### src/rtl/bls_pkg.sv
package bls_pkg;

    typedef enum logic [1:0] {
        SZ_BYTE = 2'd0,
        SZ_HALF = 2'd1,
        SZ_WORD = 2'd2,
        SZ_RSVD = 2'd3
    } acc_size_e;

    typedef enum logic {
        ST_IDLE = 1'b0,
        ST_BEAT = 1'b1
    } seq_state_e;

    localparam int LOCAL_BYTES = 4;
    localparam int LOCAL_W     = LOCAL_BYTES * 8;

    // Per-access beat description, latched when an access is accepted.
    typedef struct packed {
        logic [2:0] nbytes;    // access size in bytes
        logic [2:0] per_beat;  // bytes moved per external cycle
        logic [2:0] nbeats;    // number of external cycles
        logic [1:0] lane_off;  // first active lane
    } beat_plan_t;

    function automatic logic [2:0] size_to_bytes(acc_size_e s);
        case (s)
            SZ_BYTE: return 3'd1;
            SZ_HALF: return 3'd2;
            SZ_WORD: return 3'd4;
            default: return 3'd0;
        endcase
    endfunction

    function automatic logic is_misaligned(logic [1:0] low, logic [2:0] nb);
        logic [1:0] mask;
        mask = 2'(nb - 3'd1);
        return (low & mask) != 2'd0;
    endfunction

endpackage

### src/rtl/bls_plan.sv
module bls_plan
    import bls_pkg::*;
#(
    parameter int EXT_BYTES = 2
) (
    input  logic [1:0] addr_lo,
    input  acc_size_e  size,
    output beat_plan_t plan,
    output logic       bad
);
    localparam int         LG       = $clog2(EXT_BYTES);
    localparam logic [1:0] OFF_MASK = 2'(EXT_BYTES - 1);
    localparam logic [2:0] EXT_NB   = 3'(EXT_BYTES);

    logic [2:0] nb;

    always_comb begin
        nb          = size_to_bytes(size);
        plan.nbytes = nb;
        bad         = (size == SZ_RSVD) || is_misaligned(addr_lo, nb);
        if (nb < EXT_NB) begin
            plan.per_beat = nb;
            plan.nbeats   = 3'd1;
            plan.lane_off = addr_lo & OFF_MASK;
        end else begin
            plan.per_beat = EXT_NB;
            plan.nbeats   = nb >> LG;
            plan.lane_off = 2'd0;
        end
    end

endmodule

### src/rtl/bls_lane_map.sv
module bls_lane_map
    import bls_pkg::*;
#(
    parameter int EXT_BYTES = 2
) (
    input  logic [2:0]                  nbytes,
    input  logic [2:0]                  per_beat,
    input  logic [1:0]                  lane_off,
    input  logic [2:0]                  beat,
    input  logic                        big_endian,
    input  logic [LOCAL_W-1:0]          wdata,
    output logic [EXT_BYTES-1:0]        lane_en,
    output logic [EXT_BYTES-1:0][1:0]   lane_idx,
    output logic [EXT_BYTES*8-1:0]      lane_wdata
);
    for (genvar j = 0; j < EXT_BYTES; j++) begin : g_lane
        logic       en_j;
        logic [1:0] ofs_j;   // offset of this lane's byte within the access
        logic [1:0] idx_j;   // byte index inside the local value

        always_comb begin
            ofs_j = 2'((int'(beat) * EXT_BYTES) + j - int'(lane_off));
            en_j  = (j >= int'(lane_off)) &&
                    (j < int'(lane_off) + int'(per_beat));
            idx_j = big_endian ? (2'(nbytes - 3'd1) - ofs_j) : ofs_j;
        end

        assign lane_en[j]          = en_j;
        assign lane_idx[j]         = idx_j;
        assign lane_wdata[j*8 +: 8] = en_j ? wdata[{idx_j, 3'b000} +: 8] : 8'h00;
    end

endmodule

### src/rtl/bls_gather.sv
module bls_gather
    import bls_pkg::*;
#(
    parameter int EXT_BYTES = 2
) (
    input  logic                      clk,
    input  logic                      rst,
    input  logic                      clear,
    input  logic                      capture,
    input  logic [EXT_BYTES-1:0]      lane_en,
    input  logic [EXT_BYTES-1:0][1:0] lane_idx,
    input  logic [EXT_BYTES*8-1:0]    ext_rdata,
    output logic [LOCAL_W-1:0]        result
);
    always_ff @(posedge clk) begin
        if (rst || clear) begin
            result <= '0;
        end else if (capture) begin
            for (int j = 0; j < EXT_BYTES; j++) begin
                if (lane_en[j]) begin
                    result[{lane_idx[j], 3'b000} +: 8] <= ext_rdata[j*8 +: 8];
                end
            end
        end
    end

endmodule

### src/rtl/bls_seq.sv
module bls_seq
    import bls_pkg::*;
#(
    parameter int EXT_BYTES = 2,
    parameter int ADDR_W    = 32
) (
    input  logic                   clk,
    input  logic                   rst,
    input  logic                   req,
    input  logic [ADDR_W-1:0]      addr,
    input  logic [1:0]             size,
    input  logic [31:0]            wdata,
    input  logic                   write,
    input  logic                   big_endian,
    output logic                   busy,
    output logic                   done,
    output logic                   err,
    output logic [31:0]            rdata,
    output logic [ADDR_W-1:0]      ext_addr,
    output logic [EXT_BYTES*8-1:0] ext_wdata,
    input  logic [EXT_BYTES*8-1:0] ext_rdata,
    output logic [EXT_BYTES-1:0]   ext_bsel,
    output logic                   ext_rd,
    output logic                   ext_wr
);
    localparam int              LG        = $clog2(EXT_BYTES);
    localparam logic [ADDR_W-1:0] LANE_MASK = ADDR_W'(EXT_BYTES - 1);

    seq_state_e         state;
    beat_plan_t         plan_in, plan_q;
    logic               bad_in;
    logic [2:0]         beat;
    logic [ADDR_W-1:0]  base_q;
    logic [LOCAL_W-1:0] wdata_q;
    logic               write_q;
    logic               be_q;
    logic               accept;
    logic               last_beat;

    logic [EXT_BYTES-1:0]      lane_en;
    logic [EXT_BYTES-1:0][1:0] lane_idx;
    logic [EXT_BYTES*8-1:0]    lane_wdata;

    bls_plan #(.EXT_BYTES(EXT_BYTES)) plan_i (
        .addr_lo (addr[1:0]),
        .size    (acc_size_e'(size)),
        .plan    (plan_in),
        .bad     (bad_in)
    );

    bls_lane_map #(.EXT_BYTES(EXT_BYTES)) map_i (
        .nbytes     (plan_q.nbytes),
        .per_beat   (plan_q.per_beat),
        .lane_off   (plan_q.lane_off),
        .beat       (beat),
        .big_endian (be_q),
        .wdata      (wdata_q),
        .lane_en    (lane_en),
        .lane_idx   (lane_idx),
        .lane_wdata (lane_wdata)
    );

    assign accept    = (state == ST_IDLE) && req && !bad_in;
    assign last_beat = (beat == plan_q.nbeats - 3'd1);

    always_ff @(posedge clk) begin
        if (rst) begin
            state   <= ST_IDLE;
            beat    <= 3'd0;
            done    <= 1'b0;
            err     <= 1'b0;
            plan_q  <= '0;
            base_q  <= '0;
            wdata_q <= '0;
            write_q <= 1'b0;
            be_q    <= 1'b0;
        end else begin
            done <= 1'b0;
            err  <= 1'b0;
            case (state)
                ST_IDLE: begin
                    if (req && bad_in) begin
                        err <= 1'b1;
                    end else if (accept) begin
                        state   <= ST_BEAT;
                        beat    <= 3'd0;
                        plan_q  <= plan_in;
                        base_q  <= addr & ~LANE_MASK;
                        wdata_q <= wdata;
                        write_q <= write;
                        be_q    <= big_endian;
                    end
                end
                ST_BEAT: begin
                    if (last_beat) begin
                        state <= ST_IDLE;
                        done  <= 1'b1;
                    end else begin
                        beat <= beat + 3'd1;
                    end
                end
                default: state <= ST_IDLE;
            endcase
        end
    end

    assign busy      = (state == ST_BEAT);
    assign ext_rd    = busy && !write_q;
    assign ext_wr    = busy && write_q;
    assign ext_bsel  = busy ? lane_en : '0;
    assign ext_wdata = ext_wr ? lane_wdata : '0;
    assign ext_addr  = busy ? (base_q + (ADDR_W'(beat) << LG)) : '0;

    bls_gather #(.EXT_BYTES(EXT_BYTES)) gather_i (
        .clk       (clk),
        .rst       (rst),
        .clear     (accept),
        .capture   (ext_rd),
        .lane_en   (lane_en),
        .lane_idx  (lane_idx),
        .ext_rdata (ext_rdata),
        .result    (rdata)
    );

endmodule

### config.mk
export PLATFORM = sky130hd
export DESIGN_NAME = bls_seq
export DESIGN_NICKNAME = d
export VERILOG_FILES = /design/src/rtl/bls_pkg.sv /design/src/rtl/bls_plan.sv /design/src/rtl/bls_lane_map.sv /design/src/rtl/bls_gather.sv /design/src/rtl/bls_seq.sv
export SDC_FILE = /design/constraint.sdc
export NUM_CORES = 1
export LEC_CHECK = 0
export BUFFER_PORTS_ARGS = -buffer_cell sky130_fd_sc_hd__buf_2
export CAP_MARGIN = 5
export CORE_UTILIZATION = 58
export DETAILED_ROUTE_END_ITERATION = 10
export GPL_ROUTABILITY_DRIVEN = 0
export HOLD_SLACK_MARGIN = 0.08
export PLACE_DENSITY = 0.87
export SYNTH_ARGS = -nofsm -noshare
export SYNTH_HDL_FRONTEND = slang
export SYNTH_SLANG_ARGS = --single-unit
### constraint.sdc
create_clock -name clk -period 7 [get_ports clk]
set_input_delay 1.4 -clock clk [delete_from_list [all_inputs] [get_ports clk]]
set_output_delay 1.4 -clock clk [all_outputs]
set_load 0.05 [all_outputs]
==> key figures, run 1 <==
Detailed routing
  – Total wire length: 16600 microns
  – Vias per inst: 5.87
  – DRT iter0 DRCs: 543
  – Final ANT Viol Nets: 0
  – 1st-pass router iterations: 5
  – DRC viols: 0
  – Avg WL per Cell: 15.3 microns
  – Vias: 6353

STA
  – Skew final: 15.7 ps
  – Final Hold Fails: 0
  – Setup violations, final: 0
  – RSZ-0062 raised after global routing: no
  – Max Fclk: 222 MHz
  – Setup TNS: 0 ps
  – Worst relative slew slack: 38.7%
  – Min Tclk post-route: 4510 ps
  – Fin crit share: 64.4%
  – Final Slew Violations: 0
  – Slew @ Worst Pin: 918 ps

Finish
  – Layout cells sized above 1: 23.9%
  – Final std cells w/o fill: 1082
  – P&R area growth vs syn: 17.1%
  – Fillers: 926
  – N_diodes: 0
  – Nets: 1046

Global route
  – Number of global-route vias before repair: 5968
  – Total grt overflow: 0
  – Gr usage total: 29.5%
  – Largest net degree at the start of global routing: 80
  – First-pass GRT wire length: 27600 microns
  – Initial antenna violation count: 0

Floorplanning
  – Chip Width: 107 microns
  – Std cell rows: 38
  – Initial Util: 59.4%
  – Die ar.: 11500 sq um
  – Die Y: 107 microns
  – Core area: 10800 sq um
  – I/O pin cnt: 174

Run status
  – Outcome: finished, final reports clean

Synth
  – FFs w/ async S/R, synth: 0%
  – Yosys reg bits: 110
  – Distinct cell type count after synthesis: 66
  – Syn Std Cell Area: 6440 sq um
  – Post-synth top area share: 34.2%
  – Yosys warning count: 0
  – Post-synthesis sequential area ratio: 34.2%
  – Synth top area cells: dfxtp_1 34%, nand2_1 11%, a21oi_1 7.1%
  – Mean Syn Cell Area: 8.08 sq um
  – Commonest cells post-synth: 197 x nand2_1, 110 x dfxtp_1, 92 x a21oi_1, 46 x and2_1, 43 x clkbuf_1
  – Syn Nets: 906
  – Synth area leader: dfxtp_1
  – Top_reg_cell synth: dfxtp_1
  – EDFF count, synth: 0
  – Most instantiated library cell after synthesis: nand2_1
  – Gate Count Post-Synth: 797

Place
  – Placed Cells: 1066
  – PortBufs: 172
  – DP HPWL: 11600 microns

Clocking
  – CTS Hold Buffers Added: 0
  – CTS buffer count: 9
  – CTS sink count: 110
  – Post-CTS sizing: 0
  – Setup Buffers After CTS: 0
  – Clk slew on worst S/H paths: 110 ps
  – Clk root buf: clkbuf_8
  – Clock Latency Late Sink: 370 ps
  – H-tree depth: 3
  – CTS max path bufs: 2
  – CTS tree: yes

Hold path
  – Hold Path Class: reg2reg

Worst setup path
  – Startpoint Class: register
  – CP max FO: 14
  – CP Class: reg2out
  – Worst path arrival time: 3110 ps
  – Worst Setup End Kind: output port
  – R2r setup slk: 3540 ps
  – Critical path required time: 5600 ps

Power and ir drop
  – Power, Total: 0.00133 W
  – P_leak: 3.25 nW
  – Pwr dens: 176 nW/um^2
  – VDD IR max: 0.000135 V

Run
  – Max cap viols: 0
==> state kept, by name (all words and copies together), names as in the netlist <==
register / count
done: 1
base_q: 31
plan_q: 7
wdata_q: 32
busy: 1
err: 1
beat: 3
gather_i.result: 32
be_q: 1
write_q: 1
==> report_power, final <==
part / switching [W] / total [W] / internal (W)
clock network: 0.000238 / 0.000413 / 0.000175
logic: 0.000155 / 0.000245 / 0.0000897
registers: 0.0000205 / 0.000668 / 0.000647
total: 0.000414 / 0.00133 / 0.000912
==> routing by layer <==
metal	share of wire [%]	global-route usage, %	vias up	wire length (microns)
met5	0	0	-	0
met4	3.6	13.4	0	595
met3	7.1	4.48	57	1170
met2	48	49.8	290	7940
met1	41	37.1	2928	6840
li1	-	-	3078	-
==> area by class of cell <==
| class | instances | area, sq um | area share, % |
|---|---|---|---|
| Tap cell | 140 | 175 | 2.32 |
| Clock inverter | 7 | 86.3 | 1.14 |
| Timing Repair Buffer | 179 | 913 | 12.1 |
| Multi-Input combinational cell | 619 | 3970 | 52.7 |
| Sequential cell | 110 | 2200 | 29.2 |
| Inverter | 18 | 70.1 | 0.929 |
| Clock buffer | 9 | 124 | 1.64 |
==> final timing paths <==
| kind | startpoint | cells past startpoint | end |
|---|---|---|---|
| hold / removal | base_q[29] | 2 | base_q[29] |
| setup reg to reg | plan_q[0] | 13 | gather_i.result[25] |
| setup / recovery | beat[0] | 8 | ext_addr[31] |
| hold reg to reg | base_q[29] | 2 | base_q[29] |
==> cells by family (layout without fill, tap and decap cells) <==
family,count (synthesis),count (layout),share of synthesized area [%]
mux,34,34,7.40
other cells,1,1,0.0582
buf+inv,68,213,4.24
fa+ha+maj,22,22,4.39
compound gates,187,187,19.3
flops,110,110,34.2
xor+xnor,33,33,5.23
simple gates,342,342,25.2
==> layout by cell type (no fill, tap or decap), types with 3 or more instances in the layout <==
cell type and n:
a2111oi_0 8, a21boi_0 7, a21oi_1 92, a221o_1 8
a221oi_1 8, a221oi_2 8, a31oi_1 9, a32o_1 8
and2_1 46, and3_1 6, and4_1 6, buf_2 172
buf_4 7, clkbuf_8 9, dfxtp_1 110, ha_1 21
inv_1 16, inv_6 3, mux2_1 3, mux2_2 5
mux2i_1 17, mux4_1 6, nand2_1 197, nand2b_1 5
nand3_1 11, nor2_1 18, nor2b_1 3, nor3_1 21
nor4_1 3, o211ai_1 8, o21ai_0 15, o22ai_1 8
or3_1 10, xnor2_1 14, xor2_1 15
==> metrics by stage <==
step	cell area [sq um]	hold slack [ps]	utilization (%)	setup slack, ps
after floorplan	6440	436	-	2590
after global placement	7330	445	67.6	2940
after detailed placement	7330	448	67.6	2890
final	7540	465	69.6	2490
after global routing	7540	500	69.6	2250
after CTS	7540	464	69.6	2470
==> worst max-delay path, cell delays in order (launching register included) <==
cell and delay, ps:
dfxtp_1 560, ha_1 260, fa_1 220, a21o_1 140, nor2b_1 280, nand2_1 310
or4_1 530, a21boi_0 160, buf_2 280
No activity file was read; power rests on OpenSTA's default activity.
==> run 2: changes to the inputs <==
--- a/config.mk
+++ b/config.mk
@@ -7,11 +7,11 @@
 export LEC_CHECK = 0
 export BUFFER_PORTS_ARGS = -buffer_cell sky130_fd_sc_hd__buf_2
 export CAP_MARGIN = 5
-export CORE_UTILIZATION = 58
+export CORE_UTILIZATION = 48
 export DETAILED_ROUTE_END_ITERATION = 10
 export GPL_ROUTABILITY_DRIVEN = 0
 export HOLD_SLACK_MARGIN = 0.08
-export PLACE_DENSITY = 0.87
+export PLACE_DENSITY = 0.77
 export SYNTH_ARGS = -nofsm -noshare
 export SYNTH_HDL_FRONTEND = slang
 export SYNTH_SLANG_ARGS = --single-unit
==> constraint.sdc (replaced) <==
create_clock -name clk -period 3.95 [get_ports clk]
set_input_delay 0.79 -clock clk [delete_from_list [all_inputs] [get_ports clk]]
set_output_delay 0.79 -clock clk [all_outputs]
set_load 0.05 [all_outputs]
==> run 2 against run 1 <==
Clock power increased by 120%. Critical path depth decreased by 1. Register-to-register slack got worse by 3000 ps. Die area increased by 20%. Final area increased by 2.2%. Routed wire length increased by 3.6%. Sequential power increased by 77%.
==> key figures, run 2 (synthesis gave the netlist of run 1 again) <==
Worst setup path
  – R2r endpoint: gather_i.result[26]
  – CP max FO: 12 (-2)
  – R2r setup slk: 560 ps (-2980 ps)
  – Worst Setup End Kind: output port
  – R2R cell count: 13 (unchanged)
  – CP Class: reg2out
  – RR Startpoint: plan_q[0]
  – Critical path required time: 3160 ps (-2440 ps)
  – Worst path arrival time: 2930 ps (-180 ps)
  – Startpoint Class: register

Detailed routing
  – Avg WL per Cell: 15.3 microns (+0.16%)
  – 1st-pass router iterations: 5 (unchanged)
  – DRC viols: 0 (unchanged)
  – Final ANT Viol Nets: 0 (unchanged)
  – Vias: 6327 (-0.41%)
  – DRT iter0 DRCs: 459 (-15%)
  – Total wire length: 17100 microns (+3.6%)
  – Vias per inst: 5.65 (-3.7%)

Run
  – Max cap viols: 0 (unchanged)

Finish
  – Footprint of the multi-input gates: 3970 sq um (unchanged)
  – N_diodes: 0 (unchanged)
  – Nets: 1052 (+0.57%)
  – Largest regs: gather_i.result x32, wdata_q x32, base_q x31
  – Most frequent cells in the layout: 197 x nand2_1, 172 x buf_2, 110 x dfxtp_1, 92 x a21oi_1, 46 x and2_1
  – Fillers: 1205 (+30%)
  – Total area of sequential cells: 2200 sq um (unchanged)
  – Commonest non-fill, non-tap cell in the layout: nand2_1
  – Finished layout cell area: 7710 sq um (+2.2%)
  – Final core utilization: 60.1% (-9.5 points)
  – P&R area growth vs syn: 19.7%
  – Layout cells sized above 1: 24.1% (+0.19 points)

Global route
  – Gr usage total: 25.3% (-4.2 points)
  – First-pass GRT wire length: 28500 microns (+3.2%)
  – Initial antenna violation count: 0 (unchanged)
  – Number of global-route vias before repair: 5805 (-2.7%)
  – Total grt overflow: 0 (unchanged)
  – Largest net degree at the start of global routing: 78 (-2.5%)

STA
  – Final Slew Violations: 0 (unchanged)
  – Final Hold Fails: 0 (unchanged)
  – Setup violations, final: 0 (unchanged)
  – Fin crit share: 94.1%
  – Worst relative slew slack: 45.7% (+7.0 points)
  – Max Fclk: 269 MHz
  – Slew @ Worst Pin: 811 ps (-107 ps)
  – Min Tclk post-route: 3720 ps
  – Setup TNS: 0 ps (unchanged)
  – Skew final: 8.01 ps (-7.68 ps)
  – Worst setup margin: 233 ps (-2260 ps)
  – RSZ-0062 raised after global routing: no

Clocking
  – CTS max path bufs: 2 (unchanged)
  – H-tree depth: 3 (unchanged)
  – CTS sink count: 110 (unchanged)
  – Post-CTS sizing: 0 (unchanged)
  – Clock Latency Late Sink: 350 ps (-20 ps)
  – CTS Hold Buffers Added: 0 (unchanged)
  – Clk root buf: clkbuf_16
  – Setup Buffers After CTS: 0 (unchanged)
  – CTS buffer count: 9 (unchanged)
  – CTS tree: yes
  – Clk slew on worst S/H paths: 70 ps (-40 ps)

Floorplanning
  – Die Y: 118 microns (+9.7%)
  – Core area: 12800 sq um (+18%)
  – Die ar.: 13900 sq um (+20%)
  – Chip Width: 118 microns (+9.7%)
  – Initial Util: 50.2% (-9.2 points)
  – Std cell rows: 41 (+7.9%)
  – I/O pin cnt: 174 (unchanged)

Power and ir drop
  – VDD IR max: 0.000236 V (+76%)
  – Power, Total: 0.00254 W (+92%)
  – P_leak: 3.32 nW (+2.1%)
  – Pwr dens: 329 nW/um^2 (+87%)

Place
  – Pre-CTS WS: 607 ps (-2280 ps)
  – PortBufs: 172 (unchanged)
  – DP HPWL: 12100 microns (+4.1%)
  – Dpl cell area: 7420 sq um (+1.2%)

Run status
  – Outcome: finished, final reports clean

Hold path
  – Hold path start: base_q[29]
  – Hold depth: 2 (unchanged)
  – Hold path endpoint: base_q[29]
  – Hold Path Class: reg2reg
==> run 2: power breakdown <==
part | internal [W] | switching, W | leakage [nW]
combinational | 0.000164 | 0.000276 | 2.29
sequential | 0.00115 | 0.0000347 | 0.892
clock | 0.000508 | 0.000409 | 0.143
total | 0.00182 | 0.000720 | 3.32
==> run 2: worst max-delay path, stage by stage, from the launching register on <==
cell and delay (ps):
dfxtp_1 540, inv_1 80, ha_1 360, mux2i_2 90, inv_1 440, nand3_1 430, o22ai_1 320, buf_2 310
==> run 2: worst max path at each step <==
stage / end / slack, ps / start / cells after the start
after CTS: ext_wdata[11] / 210 / plan_q[0] / 7
after floorplan: ext_addr[12] / 150 / beat[1] / 7
final: ext_wdata[11] / 230 / plan_q[0] / 7
after global routing: ext_addr[31] / 30 / beat[0] / 8
after detailed placement: ext_wdata[11] / 610 / plan_q[0] / 7
after global placement: ext_wdata[11] / 630 / plan_q[0] / 7
==> run 2: cell type report <==
class | count | area share [%]
sequential | 110 | 28.6
timing repair buffer | 185 | 12.4
tap | 172 | 2.79
clock inverter | 3 | 0.568
inverter | 18 | 0.909
clock buffer | 12 | 3.20
multi-input combinational | 619 | 51.5
==> run 2: layer usage <==
layer	track usage (%)	vias up	share of wire, %
li1	-	3095	-
met4	10.0	0	2.8
met3	5.96	37	7.3
met1	33.2	2926	44
met5	0	-	0
met2	39.8	269	46
==> run 2: per-stage QoR <==
step	hold WS (ps)	cells
after floorplan	436	797
after global placement	443	1104
after detailed placement	448	1104
after CTS	457	1119
after global routing	475	1119
final	458	1119
